<file path="src/rtl/tsm_pkg.sv">
package tsm_pkg;

    localparam int TSM_DATA_W = 4;
    localparam int TSM_ADDR_W = 2;
    localparam int TSM_HOSTS  = 2;
    localparam int TSM_SLOT_W = 2;

    typedef enum logic [TSM_SLOT_W-1:0] {
        SLOT_A_WR = 2'd0,
        SLOT_A_RD = 2'd1,
        SLOT_B_WR = 2'd2,
        SLOT_B_RD = 2'd3
    } tsm_slot_e;

    function automatic tsm_slot_e tsm_next_slot(tsm_slot_e s);
        case (s)
            SLOT_A_WR: return SLOT_A_RD;
            SLOT_A_RD: return SLOT_B_WR;
            SLOT_B_WR: return SLOT_B_RD;
            default:   return SLOT_A_WR;
        endcase
    endfunction

    function automatic logic [TSM_SLOT_W-1:0] tsm_wr_slot(int host);
        return TSM_SLOT_W'(2 * host);
    endfunction

    function automatic logic [TSM_SLOT_W-1:0] tsm_rd_slot(int host);
        return TSM_SLOT_W'(2 * host + 1);
    endfunction

endpackage

</file>
<file path="src/rtl/tsm_slot_seq.sv">
module tsm_slot_seq
    import tsm_pkg::*;
#(
    parameter int HOSTS = TSM_HOSTS
) (
    input  logic             clk,
    input  logic             rst,
    output logic [HOSTS-1:0] wr_win,
    output logic [HOSTS-1:0] rd_win
);

    tsm_slot_e slot_q;

    always_ff @(posedge clk) begin
        if (rst) slot_q <= SLOT_A_WR;
        else     slot_q <= tsm_next_slot(slot_q);
    end

    for (genvar h = 0; h < HOSTS; h++) begin : g_dec
        assign wr_win[h] = (slot_q == tsm_wr_slot(h));
        assign rd_win[h] = (slot_q == tsm_rd_slot(h));
    end

    AST_SLOT_STEP: assert property (@(posedge clk) disable iff (rst)
        1'b1 |=> (slot_q == TSM_SLOT_W'($past(slot_q) + 2'd1)));

endmodule

</file>
<file path="src/rtl/tsm_host_port.sv">
module tsm_host_port #(
    parameter int ADDR_W = 2,
    parameter int DATA_W = 4
) (
    input  logic              clk,
    input  logic              rst,
    input  logic              wr_win,
    input  logic              rd_win,
    input  logic [ADDR_W-1:0] addr_i,
    input  logic [DATA_W-1:0] wdata_i,
    input  logic              we_i,
    output logic              wr_req,
    output logic [ADDR_W-1:0] wr_addr,
    output logic [DATA_W-1:0] wr_data,
    output logic [ADDR_W-1:0] rd_addr,
    input  logic [DATA_W-1:0] rd_word,
    output logic [DATA_W-1:0] rdata
);

    logic [ADDR_W-1:0] addr_q;
    logic [DATA_W-1:0] rdata_q;

    // write request travels with the window-opening edge
    assign wr_req  = wr_win & we_i;
    assign wr_addr = addr_i;
    assign wr_data = wdata_i;

    always_ff @(posedge clk) begin
        if (rst)         addr_q <= '0;
        else if (wr_win) addr_q <= addr_i;
    end

    assign rd_addr = addr_q;

    always_ff @(posedge clk) begin
        if (rst)         rdata_q <= '0;
        else if (rd_win) rdata_q <= rd_word;
    end

    assign rdata = rdata_q;

endmodule

</file>
<file path="src/rtl/tsm_store.sv">
module tsm_store #(
    parameter int ADDR_W = 2,
    parameter int DATA_W = 4,
    parameter int HOSTS  = 2
) (
    input  logic              clk,
    input  logic              rst,
    input  logic [HOSTS-1:0]  wr_en,
    input  logic [ADDR_W-1:0] wr_addr [HOSTS],
    input  logic [DATA_W-1:0] wr_data [HOSTS],
    input  logic [ADDR_W-1:0] rd_addr [HOSTS],
    output logic [DATA_W-1:0] rd_data [HOSTS]
);

    localparam int DEPTH = 1 << ADDR_W;

    logic [DATA_W-1:0] mem_q [DEPTH];

    for (genvar w = 0; w < DEPTH; w++) begin : g_word
        logic              hit;
        logic [DATA_W-1:0] nxt;
        always_comb begin
            hit = 1'b0;
            nxt = mem_q[w];
            for (int h = 0; h < HOSTS; h++) begin
                if (wr_en[h] && (wr_addr[h] == ADDR_W'(w))) begin
                    hit = 1'b1;
                    nxt = wr_data[h];
                end
            end
        end
        always_ff @(posedge clk) begin
            if (rst)      mem_q[w] <= '0;
            else if (hit) mem_q[w] <= nxt;
        end
    end

    for (genvar h = 0; h < HOSTS; h++) begin : g_rd
        assign rd_data[h] = mem_q[rd_addr[h]];
    end

    AST_ONE_WRITER: assert property (@(posedge clk) disable iff (rst)
        $onehot0(wr_en));

endmodule

</file>
<file path="src/rtl/tsm_shared_mem.sv">
module tsm_shared_mem
    import tsm_pkg::*;
#(
    parameter int ADDR_W = TSM_ADDR_W,
    parameter int DATA_W = TSM_DATA_W
) (
    input  logic              clk,
    input  logic              rst,
    input  logic [ADDR_W-1:0] a_addr,
    input  logic [DATA_W-1:0] a_wdata,
    input  logic              a_we,
    output logic [DATA_W-1:0] a_rdata,
    input  logic [ADDR_W-1:0] b_addr,
    input  logic [DATA_W-1:0] b_wdata,
    input  logic              b_we,
    output logic [DATA_W-1:0] b_rdata
);

    localparam int HOSTS = TSM_HOSTS;

    logic [HOSTS-1:0]  wr_win, rd_win, wr_req;
    logic [ADDR_W-1:0] h_addr  [HOSTS];
    logic [DATA_W-1:0] h_wdata [HOSTS];
    logic [HOSTS-1:0]  h_we;
    logic [DATA_W-1:0] h_rdata [HOSTS];
    logic [ADDR_W-1:0] w_addr  [HOSTS];
    logic [DATA_W-1:0] w_data  [HOSTS];
    logic [ADDR_W-1:0] r_addr  [HOSTS];
    logic [DATA_W-1:0] r_word  [HOSTS];

    assign h_addr[0]  = a_addr;
    assign h_wdata[0] = a_wdata;
    assign h_we[0]    = a_we;
    assign h_addr[1]  = b_addr;
    assign h_wdata[1] = b_wdata;
    assign h_we[1]    = b_we;
    assign a_rdata    = h_rdata[0];
    assign b_rdata    = h_rdata[1];

    tsm_slot_seq #(.HOSTS(HOSTS)) u_seq (
        .clk    (clk),
        .rst    (rst),
        .wr_win (wr_win),
        .rd_win (rd_win)
    );

    for (genvar h = 0; h < HOSTS; h++) begin : g_host
        tsm_host_port #(.ADDR_W(ADDR_W), .DATA_W(DATA_W)) u_port (
            .clk     (clk),
            .rst     (rst),
            .wr_win  (wr_win[h]),
            .rd_win  (rd_win[h]),
            .addr_i  (h_addr[h]),
            .wdata_i (h_wdata[h]),
            .we_i    (h_we[h]),
            .wr_req  (wr_req[h]),
            .wr_addr (w_addr[h]),
            .wr_data (w_data[h]),
            .rd_addr (r_addr[h]),
            .rd_word (r_word[h]),
            .rdata   (h_rdata[h])
        );
    end

    tsm_store #(.ADDR_W(ADDR_W), .DATA_W(DATA_W), .HOSTS(HOSTS)) u_store (
        .clk     (clk),
        .rst     (rst),
        .wr_en   (wr_req),
        .wr_addr (w_addr),
        .wr_data (w_data),
        .rd_addr (r_addr),
        .rd_data (r_word)
    );

    AST_RESET_CLEAR: assert property (@(posedge clk)
        rst |=> (a_rdata == '0) && (b_rdata == '0));

    AST_OWN_WRITE_BACK_A: assert property (@(posedge clk) disable iff (rst)
        (wr_win[0] && a_we) |-> ##2 (a_rdata == $past(a_wdata, 2)));

    AST_OWN_WRITE_BACK_B: assert property (@(posedge clk) disable iff (rst)
        (wr_win[1] && b_we) |-> ##2 (b_rdata == $past(b_wdata, 2)));

    AST_HOLD_A: assert property (@(posedge clk) disable iff (rst)
        !$stable(a_rdata) |-> $past(rd_win[0]));

    AST_HOLD_B: assert property (@(posedge clk) disable iff (rst)
        !$stable(b_rdata) |-> $past(rd_win[1]));

endmodule

</file>
<file path="config.mk">
export PLATFORM = sky130hd
export DESIGN_NAME = tsm_shared_mem
export DESIGN_NICKNAME = d
export VERILOG_FILES = /design/src/rtl/tsm_pkg.sv /design/src/rtl/tsm_slot_seq.sv /design/src/rtl/tsm_host_port.sv /design/src/rtl/tsm_store.sv /design/src/rtl/tsm_shared_mem.sv
export SDC_FILE = /design/constraint.sdc
export NUM_CORES = 1
export LEC_CHECK = 0
export CAP_MARGIN = 40
export CELL_PAD_IN_SITES_DETAIL_PLACEMENT = 1
export CELL_PAD_IN_SITES_GLOBAL_PLACEMENT = 2
export CORE_UTILIZATION = 45
export DETAILED_ROUTE_END_ITERATION = 8
export DONT_BUFFER_PORTS = 1
export PLACE_DENSITY_LB_ADDON = 0.1
export SLEW_MARGIN = 20
export SYNTH_ARGS = -nofsm -noshare
export SYNTH_HDL_FRONTEND = slang
export SYNTH_HIERARCHICAL = 1
export SYNTH_SLANG_ARGS = --single-unit
</file>
<file path="constraint.sdc">
create_clock -name clk -period 4.7 [get_ports clk]
set_input_delay 0.47 -clock clk [delete_from_list [all_inputs] [get_ports clk]]
set_output_delay 0.47 -clock clk [all_outputs]
set_load 0.01 [all_outputs]
</file>
### Yosys cells after proc, flatten, opt, wreduce, memory -nomap -nowiden

Memory sizes are Yosys's and may differ from the RTL's. A register that Yosys moved wholly into a read port is not among the register bits.
Index checks and enable logic that the tools add are counted.

* reductions and logical operators: 15
* multiply operators: 0
* $add $sub $neg: 0
* magnitude comparators: 0
* bitwise operators: 6
* eq/ne operators: 13
* div/mod/pow operators: 0
* mux-type cells: 35
* shifts and indexed selects: 0

Operators by type and width (count)
* $mux 4: 12
* $mux 1: 22
* $eq 2x2->1 const B: 6
* $logic_and 1x1->1: 8
* $ne 2x2->1 const B: 4
* $reduce_and 2->1: 4
* $eq 2x1->1 const B: 3
* $logic_not 2->1: 3
* $pmux 2 s3: 1
* $or 1x1->1: 4
* $and 1x1->1: 2

* RAM bits: 16
* logic and storage cells: 73
* bits of input ports: 16
* latch bits: 0
* memory bits (read-only): 0
* memories: 1
* flip-flop bits (word level): 6

Memory list
* u_store.mem_q: words 4, bits a word 4, rd ports 2, clocked after memory_dff 2, wr ports 4, RTL line tsm_store.sv:17 `logic [DATA_W-1:0] mem_q [DEPTH];`

### Longest topological paths before layout

Gate-level depths: netlist of the first run.

* depth after elaboration: 10
* mapped depth: 6
* depth with buffers taken out: 6

### Cells and area by module

Netlist of the first run, hierarchy kept.

By module, submodules not included
* tsm_store: area each 1019.7 um2, instances 1, sequential area each 480.5 um2, cells an instance 72
* tsm_host_port: area each 259.0 um2, instances 2, sequential area each 120.1 um2, cells an instance 26
* tsm_slot_seq: area each 117.6 um2, instances 1, sequential area each 40.0 um2, cells an instance 11

### Worst setup path after synthesis of the first run

OpenSTA, ideal clock, no wires.

* kind: flip-flop to flip-flop
* start: register u_seq.slot_q[0]
* end: memory u_store.mem_q[0][0], enable pin
* stages on the path, launching flop included: 6
* arrival time: 1.512 ns
* buffers on the path: 0
* slack: 2.917 ns
* clock period less this slack: 1.783 ns
* required time: 4.429 ns
* cells stage by stage: dfxtp_1 -> inv_1 -> ha_1 -> and2_1 -> nor3b_4 -> or3_2

RTL lines
* start: declaration: RTL line tsm_slot_seq.sv:12 `tsm_slot_e slot_q;`
* start signal: assignment: RTL line tsm_slot_seq.sv:16 `else slot_q <= tsm_next_slot(slot_q);`
* end: declaration: RTL line tsm_store.sv:17

==> results of run 1 <==
[power by group]
part	internal, mW	total [mW]	leakage (nW)	switching (mW)
Combinational	0.108	0.200	0.351	0.0920
Clock	0.101	0.190	0.0426	0.0887
Sequential	0.325	0.370	0.281	0.0458
[cells in the mapped netlist]
cell      number  area, sq um
nor3_2         1         10.0
a21o_1         3         22.5
nand3_2        1         10.0
nor3b_4        1         18.8
nor3b_1        1         7.51
nand3_1        1         5.00
edfxtp_1      16          480
dfxtp_1       14          280
nand3b_1       5         37.5
buf_4         12         90.1
o21bai_1       1         7.51
nand3b_2       2         22.5
ha_1           4         50.1
and2_1         2         12.5
mux2i_1       28          280
or3_2          1         7.51
clkbuf_2       2         10.0
nor2_1        29          109
nor2b_1        1         6.26
mux4_2         8          180
inv_1          2         7.51
[layer usage]
metal / wire length (um) / track usage
met1: 1450 / 0.205
met2: 1620 / 0.311
met3: 87 / 0.0401
met4: 89 / 0.122
met5: 0 / 0
[cells by family after synthesis]
kind of cell / count (synthesis) / share of synthesized area
and+or+nand+nor: 45 / 0.149
adders and majority gates: 4 / 0.0302
buffers and inverters: 16 / 0.0650
DFF: 30 / 0.460
AOI/OAI and AO/OA: 4 / 0.0181
muxes: 36 / 0.278
[registers in the layout, summed over array words and instances, names as in the netlist]
register	cells
u_store/mem_q	16
g_host.u_port/rdata	8
g_host.u_port/rd_addr	4
u_seq/slot_q	2
[through the flow]
| step | total power [mW] | hold slack, ps |
|---|---|---|
| detailed placement | 0.577 | 545 |
| global placement | 0.564 | 538 |
| floorplan | 0.543 | 528 |
| global route | 0.805 | 245 |
| finish | 0.760 | 254 |
| CTS | 0.770 | 247 |
[path summary, 6_finish.rpt]
kind / to / depth (start not counted) / slack, ps / start
setup / recovery: u_store/mem_q[0][1] / 6 / 2770 / u_seq/slot_q[0]
hold / removal: g_host[1].u_port/rd_addr[1] / 1 / 250 / rst
setup reg to reg: u_store/mem_q[0][1] / 6 / 2770 / u_seq/slot_q[0]
hold reg to reg: g_host[0].u_port/rdata[3] / 2 / 550 / g_host[0].u_port/rdata[3]
[layout make-up]
class                           count  area [sq um]  area share
Tap cell                           46          57.6      0.0340
Inverter                            2          7.51     0.00443
Clock buffer                        6          72.6      0.0428
Clock inverter                      2          8.76     0.00517
Sequential cell                    30           761       0.449
Multi-Input combinational cell     89           787       0.465
==> metrics.md, run 1 <==
| Metric | Value |
|---|---|
| CP Launch Type | flip-flop |
| Setup Buffers After CTS | 0 |
| Post-Syn Area per Cell | 12.3 sq um |
| Share of cells above drive strength 1 | 0.155 |
| Sequential share of the synthesized area | 0.460 |
| Critical Path RT | 4720 ps |
| Initial antenna violation count | 0 |
| Die width | 62.7 um |
| Final TNS setup | 0 ps |
| Post-Layout Cell Count | 175 |
| Worst-path maximum fanout | 6 |
| Nets | 148 |
| Post-Synthesis Cell Area | 0.00166 sq mm |
| Clock-pin slew on the worst setup and hold paths | 60 ps |
| Actual slew at the worst max-slew pin | 385 ps |
| Synth Warn # | 6 |
| Wire per inst | 18.5 um |
| Pin count of the biggest net entering global routing | 23 |
| Slew Viols, Final | 0 |
| Commonest non-fill, non-tap cell in the layout | nor2_1 |
| Leak | 0.675 nW |
| Crit path buf inv count | 1 |
| Core area | 0.00344 sq mm |
| Setup CP Type | reg -> reg |
| Cts hold-fix bufs | 0 |
| Buffers on Ports | 0 |
| Residual DRC count | 0 |
| Crit path capture type | flip-flop |
| Pwr dens | 449 mW/mm^2 |
| Die Y | 62.7 um |
| Crit path max-delay family | simple AND/OR/NAND/NOR gates |
| RSZ-0062 raised after global routing | false |
| MaxCap Viol Count | 0 |
| CTS root buf | clkbuf_8 |
| Via Count | 969 |
| Synthesized flop and latch total | 30 |
| # placed instances | 167 |
| Post-synth cell types | 21 |
| Slowest stage delay, CP | 410 ps |
| Vias in the first global route | 1050 |
| Syn Inst Count | 135 |
| Ant. Diodes | 0 |
| CTS Sinks | 30 |
| Tcrit/Tclk final | 0.410 |
| Placed instance area | 0.00161 sq mm |
| Worst Hold Class | in -> reg |
| First DRT Iteration DRCs | 38 |
| DR pass1 iterations | 4 |
| Highest clock rate | 518 MHz |
| Cts repair resizes | 0 |
| Slowest-stage cell, CP | nor3b_4 |
| Outcome | finished, final reports clean |
| DP Worst Slack | 2790 ps |
| DP HPWL | 2590 um |
| Arrival time worst endpoint | 1950 ps |
| GRT Overall Usage | 0.183 |
| Commonest non-fill, non-tap cells in the layout | nor2_1 (29), mux2i_1 (28), edfxtp_1 (16), dfxtp_1 (14), mux4_2 (8) |
| Final instance area | 0.00169 sq mm |
| Hold Fails Final Rpt | 0 |
| Skew-Pair Late Insertion Delay | 280 ps |
| Clock skew | 7.82 ps |
| Row Count | 21 |
| Initial Util | 0.481 |
| CTS Buffer Depth | 2 |
| Global-route wire length before repair | 5240 um |
| Peak supply drop | 0.112 mV |
| Setup violators final | 0 |
| CTS tree | built |
| Final worst slack | 2770 ps |
| Final wirelength | 3240 um |
| Routed Antenna Nets | 0 |
| Fillers | 370 |
| Area delta synth->final | 2.34% |
| Crit-path cells | inv_1, ha_1, and2_1, nor3b_4, mux2i_1, nor2_1 |
| Avg Vias per Cell | 5.54 |
| Relative slew slack | 0.743 |
| GP Congestion | 0.796 |
| Final Core Density | 0.492 |
| H-tree Lvls | 2 |
| I/O pin cnt | 24 |
| Tmin final | 1930 ps |
| Gr ovfl total | 0 |
| Full die area | 0.00393 sq mm |
| Net count after synthesis | 155 |
| Inserted Clock Buffers | 5 |
(Power assumes the default switching activity.)
==> inputs of run 2 (changes only) <==
ABC_AREA = 1   (was unset)
CORE_UTILIZATION = 36   (was 45)
clock period = 1.8 ns   (was 4.7 ns; I/O delays follow)
==> run 2 against run 1 <==
  * Utilization shrank 9.8 points
  * Critical path type unchanged
  * Sequential cell count did not move
  * First-iteration DRC count fell by 21%
  * Count of clock-buffer cells in the layout is the same
  * Design area grew 20%
  * Clock power grew to 3.0 times the previous value
  * Worst setup slack lost 2500 ps
  * Die area is 47% higher
  * Synthesized cell count grew 100%
==> metrics.md, run 2 <==
| Metric | Value |
|---|---|
| Post-synthesis simple-gate area fraction | 0.342 (+0.193) |
| Setup slack, reg-to-reg | 250 ps (-2520 ps) |
| Initial Util | 0.381 (-0.100) |
| Net count after synthesis | 291 (+88%) |
| Relative slew slack | 0.751 (+0.00821) |
| DR pass1 iterations | 4 (unchanged) |
| H-tree Lvls | 2 (unchanged) |
| Avg Vias per Cell | 4.67 (-16%) |
| CTS root buf | clkbuf_8 |
| Post-synth top cells | nand2_1 (56), nor2_1 (52), inv_1 (23) |
| Gr ovfl total | 0 (unchanged) |
| Largest cells by area after synthesis | edfxtp_1 (24%), dfxtp_1 (14%), nand2_1 (11%), nor2_1 (9.9%), buf_4 (5.0%) |
| EDFF count, synth | 16 (unchanged) |
| Inserted Clock Buffers | 5 (unchanged) |
| Total power | 2.55 mW (+240%) |
| Share of cells above drive strength 1 | 0.141 (-0.0144) |
| Worst-path maximum fanout | 20 (+14) |
| Slew Viols, Final | 0 (unchanged) |
| Final instance area | 0.00204 sq mm (+20%) |
| Setup CP Type | reg -> reg |
| CTS Sinks | 30 (unchanged) |
| Die width | 76.0 um (+21%) |
| Skew-Pair Late Insertion Delay | 280 ps (about the same) |
| Nets | 282 (+91%) |
| Buffers on Ports | 0 (unchanged) |
| Cts hold-fix bufs | 1 (+1) |
| Via Count | 1556 (+61%) |
| Async SR Flop Fraction | 0 (unchanged) |
| Hold Fails Final Rpt | 0 (unchanged) |
| Post-Synthesis Cell Area | 0.00197 sq mm (+19%) |
| Xor/xnor share of the synthesized area | 0 (unchanged) |
| Sequential share of the synthesized area | 0.386 (-0.0733) |
| RSZ-0062 raised after global routing | false |
| Actual slew at the worst max-slew pin | 373 ps (-12.4 ps) |
| Largest family of logic cells by synthesized area | simple AND/OR/NAND/NOR gates |
| Post-synth top area cell | edfxtp_1 |
| Adder-cell share of the synthesized area | 0.0254 (-0.00482) |
| GRT Overall Usage | 0.179 (-0.00436) |
| Residual DRC count | 0 (unchanged) |
| Peak supply drop | 0.436 mV (+290%) |
| Pwr dens | 1250 mW/mm^2 (+180%) |
| Setup violators final | 0 (unchanged) |
| Tmin final | 1550 ps (-381 ps) |
| CTS Buffer Depth | 2 (unchanged) |
| Tcrit/Tclk final | 0.860 (+0.450) |
| Ant. Diodes | 0 (unchanged) |
| Highest clock rate | 646 MHz (+25%) |
| Vias in the first global route | 1633 (+56%) |
| Full die area | 0.00577 sq mm (+47%) |
| Arrival time worst endpoint | 1510 ps (-440 ps) |
| Row Count | 26 (+24%) |
| DP HPWL | 3850 um (+49%) |
| Pin count of the biggest net entering global routing | 21 (-8.7%) |
| Initial antenna violation count | 0 (unchanged) |
| Die Y | 76.0 um (+21%) |
| First DRT Iteration DRCs | 30 (-21%) |
| Min-delay src | rst |
| Final wirelength | 4630 um (+43%) |
| Fillers | 674 (+82%) |
| Critical Path RT | 1770 ps (-2950 ps) |
| Commonest non-fill, non-tap cell in the layout | nand2_1 |
| CP Launch Type | flip-flop |
| CTS tree | built |
| Synthesized flop and latch total | 30 (unchanged) |
| Clock skew | 10.9 ps (+3.09 ps) |
| Setup crit start | u_seq/slot_q[0] |
| MaxCap Viol Count | 0 (unchanged) |
| Synth Area in Compound Gates | 0.0839 (+0.0657) |
| I/O pin cnt | 24 (unchanged) |
| Reg2reg start | u_seq/slot_q[0] |
| Worst Hold Class | in -> reg |
| Post-synth cell types | 22 (+4.8%) |
| Post-Syn Area per Cell | 7.27 sq um (-41%) |
| GP Congestion | 0.807 (+1.3%) |
| Crit path capture type | flip-flop |
| Register with the most flip-flops | u_store/mem_q |
| Top_reg_cell synth | edfxtp_1 |
| Largest register FFs | 16 (unchanged) |
| Final TNS setup | 0 ps (unchanged) |
| Yosys top cell area share | 0.244 (-0.0463) |
| Cts repair resizes | 0 (unchanged) |
| Wire per inst | 13.9 um (-25%) |
| Area delta synth->final | 3.49% |
| Synth Warn # | 6 (unchanged) |
| Commonest non-fill, non-tap cells in the layout | nand2_1 (56), nor2_1 (52), inv_1 (23), edfxtp_1 (16), dfxtp_1 (14) |
| Leak | 0.905 nW (+34%) |
| Global-route wire length before repair | 7960 um (+52%) |
| Mux cell area share after synthesis | 0 (-0.278) |
| Core area | 0.00517 sq mm (+50%) |
| Clock-pin slew on the worst setup and hold paths | 70 ps (about the same) |
| Syn Inst Count | 271 (+100%) |
| Placed instance area | 0.00193 sq mm (+20%) |
| Outcome | finished, final reports clean |
| Routed Antenna Nets | 0 (unchanged) |
| Setup Buffers After CTS | 0 (unchanged) |
| Most common cell in the netlist | nand2_1 |
[run 2: changes by cell type in the layout (fill, tap and decap cells not counted), moves of 8 or more]
cell	before	now
o21ai_0	0	13
mux2i_1	28	0
nor2_1	29	52
nand2_1	0	56
nand4_1	0	12
inv_1	2	23
mux4_2	8	0
nand3_1	1	12
o22ai_1	0	8
clkinv_1	1	12
[run 2: final timing paths]
check                              endpoint  cells past startpoint
hold / removal              u_seq/slot_q[0]                      3
setup reg to reg        u_store/mem_q[0][3]                      7
setup / recovery        u_store/mem_q[0][3]                      7
hold reg to reg   g_host[1].u_port/rdata[1]                      2
[run 2: critical path, cell delays in order, from the launching register on]
cell and delay [ps]:
dfxtp_1 330, inv_1 80, ha_1 190, nand2_1 60, inv_1 90, buf_12 160, nand2_2 110, nand3_1 210
[run 2: power by group]
part,switching (mW),internal [mW],leakage (nW)
clock network,0.255,0.308,0.0515
registers,0.185,0.897,0.282
logic,0.564,0.340,0.571
[run 2: final cells by class]
| cell class | count | area, sq um | area share |
|---|---|---|---|
| clock buffers | 6 | 82.6 | 0.0405 |
| clock inverters | 2 | 11.3 | 0.00552 |
| inverters | 42 | 163 | 0.0798 |
| multi-input cells | 179 | 888 | 0.436 |
| flip-flops and latches | 30 | 761 | 0.373 |
| well taps | 70 | 87.6 | 0.0430 |
| repair buffers | 4 | 45.0 | 0.0221 |
[run 2: cells by family (layout without fill, tap and decap cells)]
logic type / count (synthesis) / in the layout
AO/OA/AOI/OAI: 28 / 28
adder cells (fa/ha/maj): 4 / 4
buffers and inverters: 62 / 54
flip-flops: 30 / 30
AND/OR/NAND/NOR: 147 / 147
[run 2: per-layer routing]
metal	track usage	part of all wire
met5	0	0
met4	0.0846	0.024
met3	0.0301	0.026
met2	0.307	0.49
met1	0.217	0.46
[run 2: stage by stage]
| stage | instances | worst slack, ps | hold slack (ps) | util |
|---|---|---|---|---|
| floorplan | 271 | 329 | 251 | - |
| global placement | 324 | 317 | 253 | 0.374 |
| detailed placement | 324 | 262 | 257 | 0.374 |
| CTS | 333 | 237 | 41.6 | 0.394 |
| global route | 333 | 88.3 | 38.8 | 0.394 |
| finish | 333 | 252 | 50.1 | 0.394 |
==> inputs of run 3 (changes only) <==
ABC_AREA = 0   (was 1)
CORE_UTILIZATION = 42   (was 36)
==> run 3 against run 2 <==
  * Largest power group unchanged
  * Die area shrank 27%
  * Sequential power shrank 10%
  * Utilization grew 8.2 points
  * Cell count shrank 46%
  * Largest cell class unchanged
  * First-iteration DRC count shrank 73%
  * Worst setup slack lost 180 ps
==> metrics.md, run 3 (synthesis results as in run 1) <==
| Metric | Value |
|---|---|
| Wire per inst | 19.4 um (+40%) |
| Buffers on Ports | 0 (unchanged) |
| Die Y | 64.8 um (-15%) |
| Full die area | 0.00420 sq mm (-27%) |
| Critical Path RT | 1810 ps (+40 ps) |
| Final wirelength | 3520 um (-24%) |
| Gr ovfl total | 0 (unchanged) |
| Worst Hold Class | in -> reg |
| Total power | 2.07 mW (-19%) |
| Actual slew at the worst max-slew pin | 566 ps (+194 ps) |
| Via Count | 987 (-37%) |
| Initial Util | 0.445 (+0.0647) |
| Vias in the first global route | 1091 (-33%) |
| First DRT Iteration DRCs | 8 (-73%) |
| H-tree Lvls | 2 (unchanged) |
| CTS Sinks | 30 (unchanged) |
| Skew-Pair Late Insertion Delay | 270 ps (about the same) |
| Hold Fails Final Rpt | 0 (unchanged) |
| CTS tree | built |
| R2R Path End | u_store/mem_q[0][3] |
| Design internal power | 1.44 mW (-6.8%) |
| Row Count | 22 (-15%) |
| Reg2reg start | u_seq/slot_q[0] |
| Slew Viols, Final | 0 (unchanged) |
| CTS root buf | clkbuf_8 |
| Clock skew | 10.1 ps (-0.846 ps) |
| Nets | 152 (-46%) |
| CP Launch Type | flip-flop |
| Initial antenna violation count | 0 (unchanged) |
| Hold_ws | 60.8 ps (+10.7 ps) |
| Highest clock rate | 578 MHz (-10%) |
| Avg Vias per Cell | 5.45 (+17%) |
| Ant. Diodes | 0 (unchanged) |
| MaxCap Viol Count | 0 (unchanged) |
| Leak | 0.715 nW (-21%) |
| Post-Layout Cell Count | 181 (-46%) |
| Peak supply drop | 0.439 mV (+0.69%) |
| Setup violators final | 0 (unchanged) |
| Arrival time worst endpoint | 1740 ps (+230 ps) |
| Tcrit/Tclk final | 0.961 (+0.101) |
| Setup Buffers After CTS | 0 (unchanged) |
| Sw Pwr | 0.628 mW (-37%) |
| Worst min-delay path endpoint | g_host[0].u_port/rd_addr[0] |
| Die width | 64.8 um (-15%) |
| GRT Overall Usage | 0.185 (+0.00630) |
| Logic pwr share | 0.291 (-0.064) |
| Share of cells above drive strength 1 | 0.203 (+0.0623) |
| Setup CP Type | reg -> reg |
| Commonest non-fill, non-tap cell in the layout | nor2_1 |
| GP Congestion | 0.763 (-5.5%) |
| DR pass1 iterations | 4 (unchanged) |
| CTS Buffer Depth | 2 (unchanged) |
| Relative slew slack | 0.621 (-0.130) |
| Worst-path maximum fanout | 6 (-70%) |
| Fillers | 396 (-41%) |
| Setup slack, reg-to-reg | 70 ps (-180 ps) |
| Area delta synth->final | 6.95% |
| R2R cell count | 6 (-1) |
| Largest register FFs | 16 (unchanged) |
| Global-route wire length before repair | 5540 um (-30%) |
| I/O pin cnt | 24 (unchanged) |
| Pwr dens | 1170 mW/mm^2 (-6.6%) |
| Min-delay src | a_addr[0] |
| Core area | 0.00372 sq mm (-28%) |
| Register with the most flip-flops | u_store/mem_q |
| Crit path capture type | flip-flop |
| Clock power frac | 0.241 (+0.020) |
| Outcome | finished, final reports clean |
| Residual DRC count | 0 (unchanged) |
| Sw Ratio | 0.304 (-0.0903) |
| Commonest non-fill, non-tap cells in the layout | nor2_1 (29), mux2i_1 (26), edfxtp_1 (16), dfxtp_1 (14), mux4_2 (8) |
| DP HPWL | 2720 um (-29%) |
| Final Core Density | 0.476 (+0.0824) |
| Inserted Clock Buffers | 5 (unchanged) |
| Routed Antenna Nets | 0 (unchanged) |
| Tmin final | 1730 ps (+181 ps) |
| Hold Path Depth | 2 (-1) |
| Clock-pin slew on the worst setup and hold paths | 60 ps (about the same) |
| Sequential share of power | 0.468 (+0.043) |
| Pin count of the biggest net entering global routing | 15 (-29%) |
| # placed instances | 172 (-47%) |
[run 3: final cells by class]
| type | count | area (sq um) | area share |
|---|---|---|---|
| clock buffers | 6 | 72.6 | 0.0410 |
| inverters | 2 | 7.51 | 0.00424 |
| multi-input cells | 89 | 828 | 0.468 |
| clock inverters | 2 | 8.76 | 0.00495 |
| flip-flops and latches | 30 | 761 | 0.430 |
| repair buffers | 4 | 32.5 | 0.0184 |
| well taps | 48 | 60.1 | 0.0339 |
[run 3: power by group through the flow]
stage,combinational [mW],clock [mW],sequential (mW)
finish,0.602,0.498,0.967
global route,0.652,0.548,0.987
CTS,0.585,0.517,0.971
detailed placement,0.575,0,0.985
global placement,0.552,0,0.974
floorplan,0.474,0,0.944
[run 3: critical path: stages (launching register included)]
cell and delay, ps:
dfxtp_1 330, inv_1 100, ha_2 190, and2_4 140, nor3b_4 360, mux2i_1 280, nor2_1 80
[run 3: worst max-delay path by stage]
stage                                from                   to  slack [ps]  depth (start not counted)
after global placement    u_seq/slot_q[0]  u_store/mem_q[0][0]         100                          5
after detailed placement  u_seq/slot_q[0]  u_store/mem_q[0][2]          50                          5
after CTS                 u_seq/slot_q[0]  u_store/mem_q[0][2]          30                          5
after global routing      u_seq/slot_q[0]  u_store/mem_q[0][3]          -7                          6
final                     u_seq/slot_q[0]  u_store/mem_q[0][3]          70                          6
after floorplan           u_seq/slot_q[0]  u_store/mem_q[0][0]          20                          5
[run 3: through the flow]
stage / setup TNS, ps / area, sq um / setup WS, ps
global placement: 0 / 1640 / 101
CTS: 0 / 1730 / 28.6
detailed placement: 0 / 1640 / 45.6
finish: 0 / 1770 / 70.6
global route: -6.70 / 1770 / -6.70
floorplan: 0 / 1660 / 16.7
[run 3: layer usage]
| layer | track usage | share of wire |
|---|---|---|
| met5 | 0 | 0 |
| met4 | 0.0583 | 0.011 |
| met3 | 0.0511 | 0.032 |
| met2 | 0.324 | 0.51 |
| met1 | 0.217 | 0.44 |
[run 3: what timing repair did]
action | in CTS | in global routing
gates resized for setup | 0 | 8
setup endpoints to repair | 0 | 25
hold buffers | 1 | 0
endpoints found under the hold margin | 14 | 0
